==> src/rtl/rxflt_pkg.sv <==
package rxflt_pkg;
  localparam int BYTE_W = 8;
  localparam int CRC_W  = 16;

  typedef enum logic [2:0] {
    ST_IDLE, ST_LEN, ST_ADR, ST_PAY, ST_CRC1, ST_CRC2
  } ctrlState_e;

  typedef enum logic [1:0] {
    SQ_IDLE, SQ_PAIR, SQ_ST1, SQ_ST2
  } seqState_e;

  // strobes from control to datapath, valid in the cycle of byteValid/syncFound
  typedef struct packed {
    logic              crcInit;
    logic              crcUpd;
    logic              wrByte;   // write the incoming byte
    logic              wrPair;   // write pairHead, then the incoming byte
    logic [BYTE_W-1:0] pairHead;
    logic              endPkt;   // incoming byte closes the packet
    logic              drop;     // packet discarded
  } ctrlStb_t;

  function automatic logic [CRC_W-1:0] crcStep(input logic [CRC_W-1:0] c,
                                               input logic [BYTE_W-1:0] d,
                                               input logic [CRC_W-1:0] poly);
    logic [CRC_W-1:0] r;
    r = c;
    for (int i = BYTE_W - 1; i >= 0; i--) begin
      if (r[CRC_W-1] ^ d[i]) r = {r[CRC_W-2:0], 1'b0} ^ poly;
      else                   r = {r[CRC_W-2:0], 1'b0};
    end
    return r;
  endfunction
endpackage

==> src/rtl/rxflt_ctrl.sv <==
module rxflt_ctrl
  import rxflt_pkg::*;
#(
  parameter int FIFO_DEPTH = 64
) (
  input  logic              clk,
  input  logic              rstN,
  input  logic              syncFound,
  input  logic              byteValid,
  input  logic [BYTE_W-1:0] byteData,
  input  logic [1:0]        lenMode,
  input  logic [BYTE_W-1:0] pktLen,
  input  logic [1:0]        addrMode,
  input  logic [BYTE_W-1:0] nodeAddr,
  input  logic              crcEn,
  input  logic              autoFlush,
  input  logic              appendStatus,
  output ctrlStb_t          stb
);
  localparam logic [BYTE_W-1:0] CAP_PLAIN = BYTE_W'(FIFO_DEPTH - 1);
  localparam logic [BYTE_W-1:0] CAP_STAT  = BYTE_W'(FIFO_DEPTH - 3);

  ctrlState_e        state, nState;
  logic [BYTE_W-1:0] cnt, nCnt;
  logic [BYTE_W-1:0] lenHold;
  logic [BYTE_W-1:0] capLen, maxLen;
  logic              isVar, isUnb, adrOn, adrHit;

  assign isVar  = (lenMode == 2'd1);
  assign isUnb  = lenMode[1];
  assign adrOn  = (addrMode != 2'd0);
  assign capLen = appendStatus ? CAP_STAT : CAP_PLAIN;
  assign maxLen = (autoFlush && (capLen < pktLen)) ? capLen : pktLen;
  assign adrHit = (byteData == nodeAddr)
               || (addrMode[1] && (byteData == '0))
               || ((addrMode == 2'd3) && (byteData == '1));

  always_comb begin
    stb    = '0;
    nState = state;
    nCnt   = cnt;
    if (syncFound) begin
      stb.crcInit = 1'b1;
      nCnt        = pktLen;
      nState      = isVar ? ST_LEN : (adrOn ? ST_ADR : ST_PAY);
    end else if (byteValid) begin
      unique case (state)
        ST_LEN: begin
          stb.crcUpd = 1'b1;
          nCnt       = byteData;
          if (byteData > maxLen) begin
            stb.drop = 1'b1;
            nState   = ST_IDLE;
          end else if (byteData == '0) begin
            stb.wrByte = 1'b1;
            if (crcEn) nState = ST_CRC1;
            else begin
              stb.endPkt = 1'b1;
              nState     = ST_IDLE;
            end
          end else if (adrOn) begin
            nState = ST_ADR;
          end else begin
            stb.wrByte = 1'b1;
            nState     = ST_PAY;
          end
        end
        ST_ADR: begin
          stb.crcUpd = 1'b1;
          if (!adrHit) begin
            stb.drop = 1'b1;
            nState   = ST_IDLE;
          end else if (isUnb) begin
            stb.wrPair   = 1'b1;
            stb.pairHead = '1;
            nState       = ST_PAY;
          end else begin
            if (isVar) begin
              stb.wrPair   = 1'b1;
              stb.pairHead = lenHold;
            end else begin
              stb.wrByte = 1'b1;
            end
            nCnt = cnt - 1'b1;
            if (cnt == BYTE_W'(1)) begin
              if (crcEn) nState = ST_CRC1;
              else begin
                stb.endPkt = 1'b1;
                nState     = ST_IDLE;
              end
            end else begin
              nState = ST_PAY;
            end
          end
        end
        ST_PAY: begin
          stb.crcUpd = 1'b1;
          stb.wrByte = 1'b1;
          if (!isUnb) begin
            nCnt = cnt - 1'b1;
            if (cnt == BYTE_W'(1)) begin
              if (crcEn) nState = ST_CRC1;
              else begin
                stb.endPkt = 1'b1;
                nState     = ST_IDLE;
              end
            end
          end
        end
        ST_CRC1: begin
          stb.crcUpd = 1'b1;
          nState     = ST_CRC2;
        end
        ST_CRC2: begin
          stb.crcUpd = 1'b1;
          stb.endPkt = 1'b1;
          nState     = ST_IDLE;
        end
        default: nState = ST_IDLE;
      endcase
    end
  end

  always_ff @(posedge clk or negedge rstN) begin
    if (!rstN) begin
      state   <= ST_IDLE;
      cnt     <= '0;
      lenHold <= '0;
    end else begin
      state <= nState;
      cnt   <= nCnt;
      if (byteValid && !syncFound && (state == ST_LEN)) lenHold <= byteData;
    end
  end
endmodule

==> src/rtl/rxflt_dp.sv <==
module rxflt_dp
  import rxflt_pkg::*;
#(
  parameter logic [CRC_W-1:0] CRC_POLY = 16'h8005,
  parameter logic [CRC_W-1:0] CRC_INIT = 16'hFFFF
) (
  input  logic              clk,
  input  logic              rstN,
  input  ctrlStb_t          stb,
  input  logic [BYTE_W-1:0] byteData,
  input  logic              crcEn,
  input  logic              autoFlush,
  input  logic              appendStatus,
  input  logic [BYTE_W-1:0] rssi,
  input  logic [BYTE_W-2:0] lqi,
  output logic              fifoWrEn,
  output logic [BYTE_W-1:0] fifoWrData,
  output logic              fifoFlush,
  output logic              restartSearch,
  output logic              pktDone
);
  logic [CRC_W-1:0]  crcReg, crcNext;
  logic              crcGood;
  seqState_e         seq;
  logic [BYTE_W-1:0] pairByte;
  logic              endPend, okLatch;

  assign crcNext = crcStep(crcReg, byteData, CRC_POLY);
  assign crcGood = !crcEn || (crcNext == '0);

  always_ff @(posedge clk or negedge rstN) begin
    if (!rstN) crcReg <= CRC_INIT;
    else if (stb.crcInit) crcReg <= CRC_INIT;
    else if (stb.crcUpd)  crcReg <= crcNext;
  end

  always_ff @(posedge clk or negedge rstN) begin
    if (!rstN) begin
      fifoWrEn      <= 1'b0;
      fifoWrData    <= '0;
      fifoFlush     <= 1'b0;
      restartSearch <= 1'b0;
      pktDone       <= 1'b0;
      seq           <= SQ_IDLE;
      pairByte      <= '0;
      endPend       <= 1'b0;
      okLatch       <= 1'b0;
    end else begin
      fifoWrEn      <= 1'b0;
      fifoFlush     <= 1'b0;
      pktDone       <= 1'b0;
      restartSearch <= stb.drop;
      if (stb.wrPair) begin
        fifoWrEn   <= 1'b1;
        fifoWrData <= stb.pairHead;
        pairByte   <= byteData;
        endPend    <= stb.endPkt;
        okLatch    <= crcGood;
        seq        <= SQ_PAIR;
      end else if (stb.wrByte) begin
        fifoWrEn   <= 1'b1;
        fifoWrData <= byteData;
        if (stb.endPkt) begin
          okLatch <= crcGood;
          if (appendStatus) seq <= SQ_ST1;
          else              pktDone <= 1'b1;
        end
      end else if (stb.endPkt) begin
        okLatch <= crcGood;
        if (crcEn && autoFlush && !crcGood) begin
          fifoFlush <= 1'b1;
          pktDone   <= 1'b1;
        end else if (appendStatus) begin
          fifoWrEn   <= 1'b1;
          fifoWrData <= rssi;
          seq        <= SQ_ST2;
        end else begin
          pktDone <= 1'b1;
        end
      end else begin
        unique case (seq)
          SQ_PAIR: begin
            fifoWrEn   <= 1'b1;
            fifoWrData <= pairByte;
            if (endPend && appendStatus) seq <= SQ_ST1;
            else begin
              pktDone <= endPend;
              seq     <= SQ_IDLE;
            end
          end
          SQ_ST1: begin
            fifoWrEn   <= 1'b1;
            fifoWrData <= rssi;
            seq        <= SQ_ST2;
          end
          SQ_ST2: begin
            fifoWrEn   <= 1'b1;
            fifoWrData <= {okLatch, lqi};
            pktDone    <= 1'b1;
            seq        <= SQ_IDLE;
          end
          default: seq <= SQ_IDLE;
        endcase
      end
    end
  end
endmodule

==> src/rtl/rxflt_top.sv <==
module rxflt_top
  import rxflt_pkg::*;
#(
  parameter int                FIFO_DEPTH = 64,
  parameter logic [CRC_W-1:0]  CRC_POLY   = 16'h8005,
  parameter logic [CRC_W-1:0]  CRC_INIT   = 16'hFFFF
) (
  input  logic       clk,
  input  logic       rstN,
  input  logic       syncFound,
  input  logic       byteValid,
  input  logic [7:0] byteData,
  input  logic [1:0] lenMode,
  input  logic [7:0] pktLen,
  input  logic [1:0] addrMode,
  input  logic [7:0] nodeAddr,
  input  logic       crcEn,
  input  logic       autoFlush,
  input  logic       appendStatus,
  input  logic [7:0] rssi,
  input  logic [6:0] lqi,
  output logic       fifoWrEn,
  output logic [7:0] fifoWrData,
  output logic       fifoFlush,
  output logic       restartSearch,
  output logic       pktDone
);
  ctrlStb_t stbBus;

  rxflt_ctrl #(.FIFO_DEPTH(FIFO_DEPTH)) u_ctrl (
    .clk(clk), .rstN(rstN), .syncFound(syncFound), .byteValid(byteValid),
    .byteData(byteData), .lenMode(lenMode), .pktLen(pktLen),
    .addrMode(addrMode), .nodeAddr(nodeAddr), .crcEn(crcEn),
    .autoFlush(autoFlush), .appendStatus(appendStatus), .stb(stbBus)
  );

  rxflt_dp #(.CRC_POLY(CRC_POLY), .CRC_INIT(CRC_INIT)) u_dp (
    .clk(clk), .rstN(rstN), .stb(stbBus), .byteData(byteData),
    .crcEn(crcEn), .autoFlush(autoFlush), .appendStatus(appendStatus),
    .rssi(rssi), .lqi(lqi), .fifoWrEn(fifoWrEn), .fifoWrData(fifoWrData),
    .fifoFlush(fifoFlush), .restartSearch(restartSearch), .pktDone(pktDone)
  );
endmodule

==> config.mk <==
export PLATFORM = sky130hd
export DESIGN_NAME = rxflt_top
export DESIGN_NICKNAME = d
export VERILOG_FILES = /design/src/rtl/rxflt_pkg.sv /design/src/rtl/rxflt_ctrl.sv /design/src/rtl/rxflt_dp.sv /design/src/rtl/rxflt_top.sv
export SDC_FILE = /design/constraint.sdc
export NUM_CORES = 1
export LEC_CHECK = 0
export BUFFER_PORTS_ARGS = -buffer_cell sky130_fd_sc_hd__buf_2
export CAP_MARGIN = 20
export CORE_MARGIN = 3
export CORE_UTILIZATION = 40
export DETAILED_ROUTE_END_ITERATION = 12
export PLACE_DENSITY = 0.6
export SYNTH_ARGS = -nofsm -noshare
export SYNTH_HDL_FRONTEND = slang
export SYNTH_HIERARCHICAL = 1
export SYNTH_SLANG_ARGS = --single-unit
==> constraint.sdc <==
create_clock -name clk -period 10.3 [get_ports clk]
set_input_delay 1.03 -clock clk [delete_from_list [all_inputs] [get_ports clk]]
set_output_delay 1.03 -clock clk [all_outputs]
set_load 0.02 [all_outputs]
==> summary.md, run 1 <==
| Metric | Value |
|---|---|
| Maximum clock insertion buffer count | 2 |
| Gate Count Post-Synth | 451 |
| Worst-Margin Slew | 0.988 ns |
| # clock sinks | 59 |
| Gpl congestion | 0.850 |
| Via/cell ratio | 5.61 |
| Yosys Warn Count | 6 |
| Design Area, Final | ~4800 um^2 |
| DP Wirelength | roughly 8000 um |
| Overall routing resource usage | 0.198 |
| Top FF cell, synth | dfrtp_1 |
| Critical path arrival | between 5 and 6 ns |
| Die Y | between 100 and 150 um |
| Die width | ~110 um |
| CP max FO | 22 |
| Post-synth EDFFs | 0 |
| Filler cell count in the final layout | 973 |
| Seq/Total Area, Yosys | 0.358 |
| Synth async-reset ratio | 1.00 |
| Port-buffer cells | 61 |
| Final Hold Fails | 0 |
| Root Buffer | clkbuf_8 |
| Antenna violations before repair | 0 |
| Layout cells sized above 1 | 0.304 |
| Routed Antenna Nets | 0 |
| Fmax | 196 MHz |
| Post-route clock skew | 0.0115 ns |
| Slew Limit Fails | 0 |
| DRT iter0 DRCs | 254 |
| Mapped Nets | 515 |
| Clk slew on worst S/H paths | approximately 0.07 ns |
| Core ar. | 9950 um^2 |
| CTS tree | yes |
| Most common cell after layout, fill and taps aside | buf_2 |
| Synth cell types | 71 |
| First-pass GRT wire length | 17,900 um |
| Cts repair resizes | 0 |
| Cell area after synthesis | 4180 um^2 |
| Drc violations | 0 |
| Initial core utilization | 0.420 |
| Drt first pass iters | 5 |
| Setup TNS | 0 ns |
| Antenna cells | 0 |
| Std cell rows | 36 |
| Worst setup EP type | register |
| Final #Nets | 566 |
| IO Pins | 62 |
| CP required | 10.53 ns |
| MaxCap Viol Count | 0 |
| Grt ovf | 0 |
| Final period utilization | 0.494 |
| RSZ-0062 raised after global routing | no |
| PwrDens | 153 nW/um^2 |
| Kind of critical path | input pin to register |
| Register bit count reported by yosys | 59 |
| Peak VDD IR | 0.0769 mV |
| Clk_lat worst skew | 0.35 ns |
| Worst hold path type | register to register |
| Setup-failing EPs final | 0 |
| Depth of the CTS H-tree | 3 |
| Drt wl/cell | 17.6 um |
| Routed WL | between 10,000 and 15,000 um |
| Tmin final | 5.09 ns |
| Vias in the first global route | 3,451 |
| DR vias | 3,593 |
| Startpoint Class | input pin |
| Pleak | 2.06 nW |
| Status | complete, no violations |
| Die ar. | between 10,000 and 15,000 um^2 |
| Layout area overhead | 14.9% |
| CTS Buf Count | 9 |
| Hold Buf Count CTS | 0 |
| Post-layout util | 0.482 |
| Syn Area/Cell | around 9 um^2 |
| Relative slew slack | 0.341 |
| Largest net degree at the start of global routing | 60 |
| Placed instance area | 4570 um^2 |
| Post-CTS setup buffers | 0 |
| Total power | roughly 0.74 mW |
| Most frequent cells in the layout | buf_2, dfrtp_1, nor2_1 |
==> critical path: stages <==
cell and delay, ns:
buf_2 0.18, nand4_1 0.12, nor2_1 0.10, o31a_1 0.23
mux2_2 0.37, ha_1 0.29, nor2b_1 0.13, o211ai_1 0.15
a21oi_1 0.08, o21ba_2 0.25, or4b_2 0.63, a21oi_1 0.17
buf_4 0.27, or2_1 0.32, o31a_1 0.16, nor3_1 0.07
a31oi_4 0.42, mux2_4 0.34
==> where the power goes <==
part,internal (mW),switching [mW],total [mW]
clock network,0.138,0.106,0.243
logic,0.0905,0.112,0.202
registers,0.267,0.0230,0.290
total,0.495,0.240,0.735
==> cell usage after synthesis, drive strengths merged, types with 5 or more instances <==
master / count / area [um^2]
nor2: 51 / 219
nor3: 10 / 50.1
xnor2: 12 / 113
a21oi: 27 / 139
nand3: 5 / 25.0
ha: 14 / 175
dfrtp: 43 / 1080
nand4: 6 / 37.5
mux2: 26 / 327
a22oi: 8 / 60.1
or2: 11 / 68.8
o21ai: 31 / 155
o211ai: 10 / 75.1
nand2b: 6 / 37.5
a211o: 8 / 70.1
inv: 14 / 52.6
nor4: 5 / 31.3
clkbuf: 20 / 75.1
nor2b: 10 / 62.6
dfstp: 16 / 420
nand2: 37 / 139
xor2: 19 / 181
==> flip-flops by register name, summed over array words and instances, names as in the netlist, 2 cells and up <==
register	count
u_ctrl/cnt	8
u_ctrl/lenHold	8
u_ctrl/state	3
u_dp/crcReg	16
u_dp/fifoWrData	8
u_dp/pairByte	8
u_dp/seq	2
==> routing by layer <==
layer | track usage | part of all wire | vias up
met1 | 0.283 | 0.48 | 1732
met4 | 0.0757 | 0.019 | 0
met5 | 0 | 0 | -
met3 | 0.0340 | 0.057 | 16
li1 | - | - | 1728
met2 | 0.301 | 0.45 | 117
==> path summary, 6_finish.rpt <==
check,endpoint,start,slack (ns),cells after the start
worst min register to register,u_ctrl/lenHold[0]$_DFFE_PN0P_,u_ctrl/lenHold[0]$_DFFE_PN0P_,0.50,2
min in group asynchronous,u_dp/fifoWrData[4]$_DFFE_PN0P_,rstN,0.85,2
worst max-delay path,u_dp/fifoWrData[6]$_DFFE_PN0P_,appendStatus,5.21,18
worst max register to register,u_dp/fifoWrData[6]$_DFFE_PN0P_,u_ctrl/state[1]$_DFFE_PN0P_,6.29,7
max in group asynchronous,u_dp/okLatch$_DFFE_PN0N_,rstN,8.96,2
worst min-delay path,u_ctrl/lenHold[0]$_DFFE_PN0P_,u_ctrl/lenHold[0]$_DFFE_PN0P_,0.50,2
==> area by class of cell <==
type	count	area (um^2)	share of cell area
repair buffers	64	328	0.0683
clock buffers	9	124	0.0258
well taps	133	166	0.0347
flip-flops and latches	59	1500	0.312
inverters	15	56.3	0.0117
clock inverters	7	100	0.0209
multi-input cells	353	2530	0.527
==> per-stage QoR <==
stage,cells,setup WS (ns),hold slack [ns]
after floorplan,451,5.46,0.451
after global placement,624,4.99,0.469
after detailed placement,624,4.88,0.486
after CTS,640,5.24,0.502
after global routing,640,4.99,0.523
final,640,5.21,0.502
==> cell families (layout without fill, tap and decap cells) <==
kind of cell | after synthesis | after routing | synth area share
compound gates | 119 | 119 | 0.198
xor+xnor | 34 | 34 | 0.0869
fa+ha+maj | 14 | 14 | 0.0419
buf+inv | 39 | 95 | 0.0380
flops | 59 | 59 | 0.358
mux | 27 | 27 | 0.0806
simple gates | 159 | 159 | 0.197
(Power assumes the default switching activity.)
==> inputs of run 2 (changes only) <==
--- a/config.mk
+++ b/config.mk
@@ -10,7 +10,7 @@
 export CORE_MARGIN = 3
 export CORE_UTILIZATION = 40
 export DETAILED_ROUTE_END_ITERATION = 12
-export PLACE_DENSITY = 0.6
+export PLACE_DENSITY = 0.63
 export SYNTH_ARGS = -nofsm -noshare
 export SYNTH_HDL_FRONTEND = slang
 export SYNTH_HIERARCHICAL = 1
==> constraint.sdc (replaced) <==
create_clock -name clk -period 4.6 [get_ports clk]
set_input_delay 0.46 -clock clk [delete_from_list [all_inputs] [get_ports clk]]
set_output_delay 0.46 -clock clk [all_outputs]
set_load 0.02 [all_outputs]
==> summary.md, run 2 (synthesized netlist as in run 1, its figures left out) <==
| Metric | Value |
|---|---|
| First-pass GRT wire length | 18,300 um |
| Startpoint Class | input pin |
| Die ar. | about 12,000 um^2 |
| Drt first pass iters | 5 |
| Core ar. | 9950 um^2 |
| Max reg flops | 16 |
| Clk_lat worst skew | 0.35 ns |
| Clk slew on worst S/H paths | 0.07 ns |
| Setup WS post-layout | 0.300 ns |
| Routed WL | 11,600 um |
| Post-CTS setup buffers | 0 |
| Filler cell count in the final layout | just under 1,000 |
| GR Layer Usage met2 | 0.331 |
| Layout area overhead | 14.6% |
| DP Wirelength | 8160 um |
| Most common cell after layout, fill and taps aside | buf_2 |
| Gr busiest metal | met2 |
| Pre-CTS setup slack | -0.00538 ns |
| Final #Nets | 569 |
| RSZ-0062 raised after global routing | no |
| Worst setup EP type | register |
| Die width | around 110 um |
| Tmin final | 4.30 ns |
| Fmax | roughly 230 MHz |
| IO Pins | 62 |
| CP max FO | 8 |
| Post-layout util | 0.481 |
| Antenna cells | 0 |
| Peak VDD IR | 0.143 mV |
| Slew Limit Fails | 0 |
| Final period utilization | 0.935 |
| Post-route clock skew | 0.00942 ns |
| CP required | approximately 4.8 ns |
| Depth of the CTS H-tree | 3 |
| Drc violations | 0 |
| Vias in the first global route | 3,547 |
| Root Buffer | clkbuf_8 |
| Antenna violations before repair | 0 |
| Via/cell ratio | 5.72 |
| Largest net degree at the start of global routing | 60 |
| CTS Buf Count | 9 |
| Worst hold path type | input pin to async pin |
| MaxCap Viol Count | 0 |
| Pleak | 2.05 nW |
| Met1 Use GR | 0.269 |
| Port-buffer cells | 61 |
| Design Area, Final | 4790 um^2 |
| Grt ovf | 0 |
| Initial core utilization | 0.420 |
| # clock sinks | 59 |
| Gpl congestion | 0.897 |
| Kind of critical path | input pin to register |
| PwrDens | 331 nW/um^2 |
| CTS tree | yes |
| Maximum clock insertion buffer count | 2 |
| Critical path arrival | 4.53 ns |
| Cts repair resizes | 0 |
| Worst-Margin Slew | about 0.85 ns |
| Overall routing resource usage | 0.202 |
| Layout cells sized above 1 | 0.305 |
| DRT iter0 DRCs | between 200 and 300 |
| Final Hold Fails | 0 |
| Std cell rows | 36 |
| Relative slew slack | 0.430 |
| Setup-failing EPs final | 0 |
| Top reg by flops | u_dp/crcReg |
| Routing usage on met3 | 0.0412 |
| Hold Buf Count CTS | 0 |
| Routed Antenna Nets | 0 |
| Status | complete, no violations |
| Drt wl/cell | roughly 18 um |
| Placed instance area | 4600 um^2 |
| Most frequent cells in the layout | buf_2, dfrtp_1, nor2_1 |
| DR vias | 3,670 |
| Die Y | 108 um |
| Total power | 1.58 mW |
-- run 2: layout make-up --
| class | count | area (um^2) | share of cell area |
|---|---|---|---|
| multi-input combinational | 353 | 2530 | 0.528 |
| sequential | 59 | 1500 | 0.313 |
| timing repair buffer | 67 | 350 | 0.0732 |
| tap | 133 | 166 | 0.0348 |
| clock buffer | 10 | 138 | 0.0288 |
| inverter | 15 | 56.3 | 0.0118 |
| clock inverter | 5 | 53.8 | 0.0112 |
-- run 2: final timing paths --
path,slack [ns],start,cells after the start,to
max,0.30,appendStatus,17,u_dp/fifoWrData[7]$_DFFE_PN0P_
max reg2reg,1.06,u_ctrl/state[1]$_DFFE_PN0P_,7,u_dp/fifoWrData[7]$_DFFE_PN0P_
max in group asynchronous,3.80,rstN,2,u_ctrl/cnt[7]$_DFFE_PN0P_
min,0.27,rstN,2,u_ctrl/lenHold[3]$_DFFE_PN0P_
min in group clk,0.40,pktLen[5],3,u_ctrl/cnt[5]$_DFFE_PN0P_
min reg2reg,0.50,u_ctrl/lenHold[0]$_DFFE_PN0P_,2,u_ctrl/lenHold[0]$_DFFE_PN0P_
-- run 2: power by group --
part | internal, mW | switching (mW)
Clock | 0.259 | 0.216
Sequential | 0.597 | 0.0535
Combinational | 0.204 | 0.252
Total | 1.06 | 0.522
-- run 2: worst max-delay path, stage by stage --
cell,delay (ns)
buf_2,0.18
nand4_1,0.12
nor2_1,0.13
o31a_1,0.24
mux2_2,0.37
ha_1,0.28
nor2b_1,0.13
o211ai_1,0.15
a21oi_1,0.09
o21ba_2,0.25
or4b_2,0.63
a21oi_1,0.40
or2_1,0.18
o31a_1,0.12
nor3_1,0.06
a31oi_4,0.40
mux2_4,0.34
-- run 2: metrics by stage --
| stage | setup TNS (ns) | instances | hold WS (ns) |
|---|---|---|---|
| 3_3_place_gp | 0 | 627 | 0.470 |
| 2_1_floorplan | 0 | 451 | 0.164 |
| 6_report | 0 | 642 | 0.274 |
| 5_1_grt | 0 | 642 | 0.339 |
| 4_1_cts | 0 | 642 | 0.303 |
| 3_5_place_dp | -0.0265 | 627 | 0.482 |
-- run 2: routing by layer --
metal,up-vias,routed length (um)
li1,1728,-
met1,1765,5180
met5,-,0
met4,0,157
met3,16,736
met2,161,5530
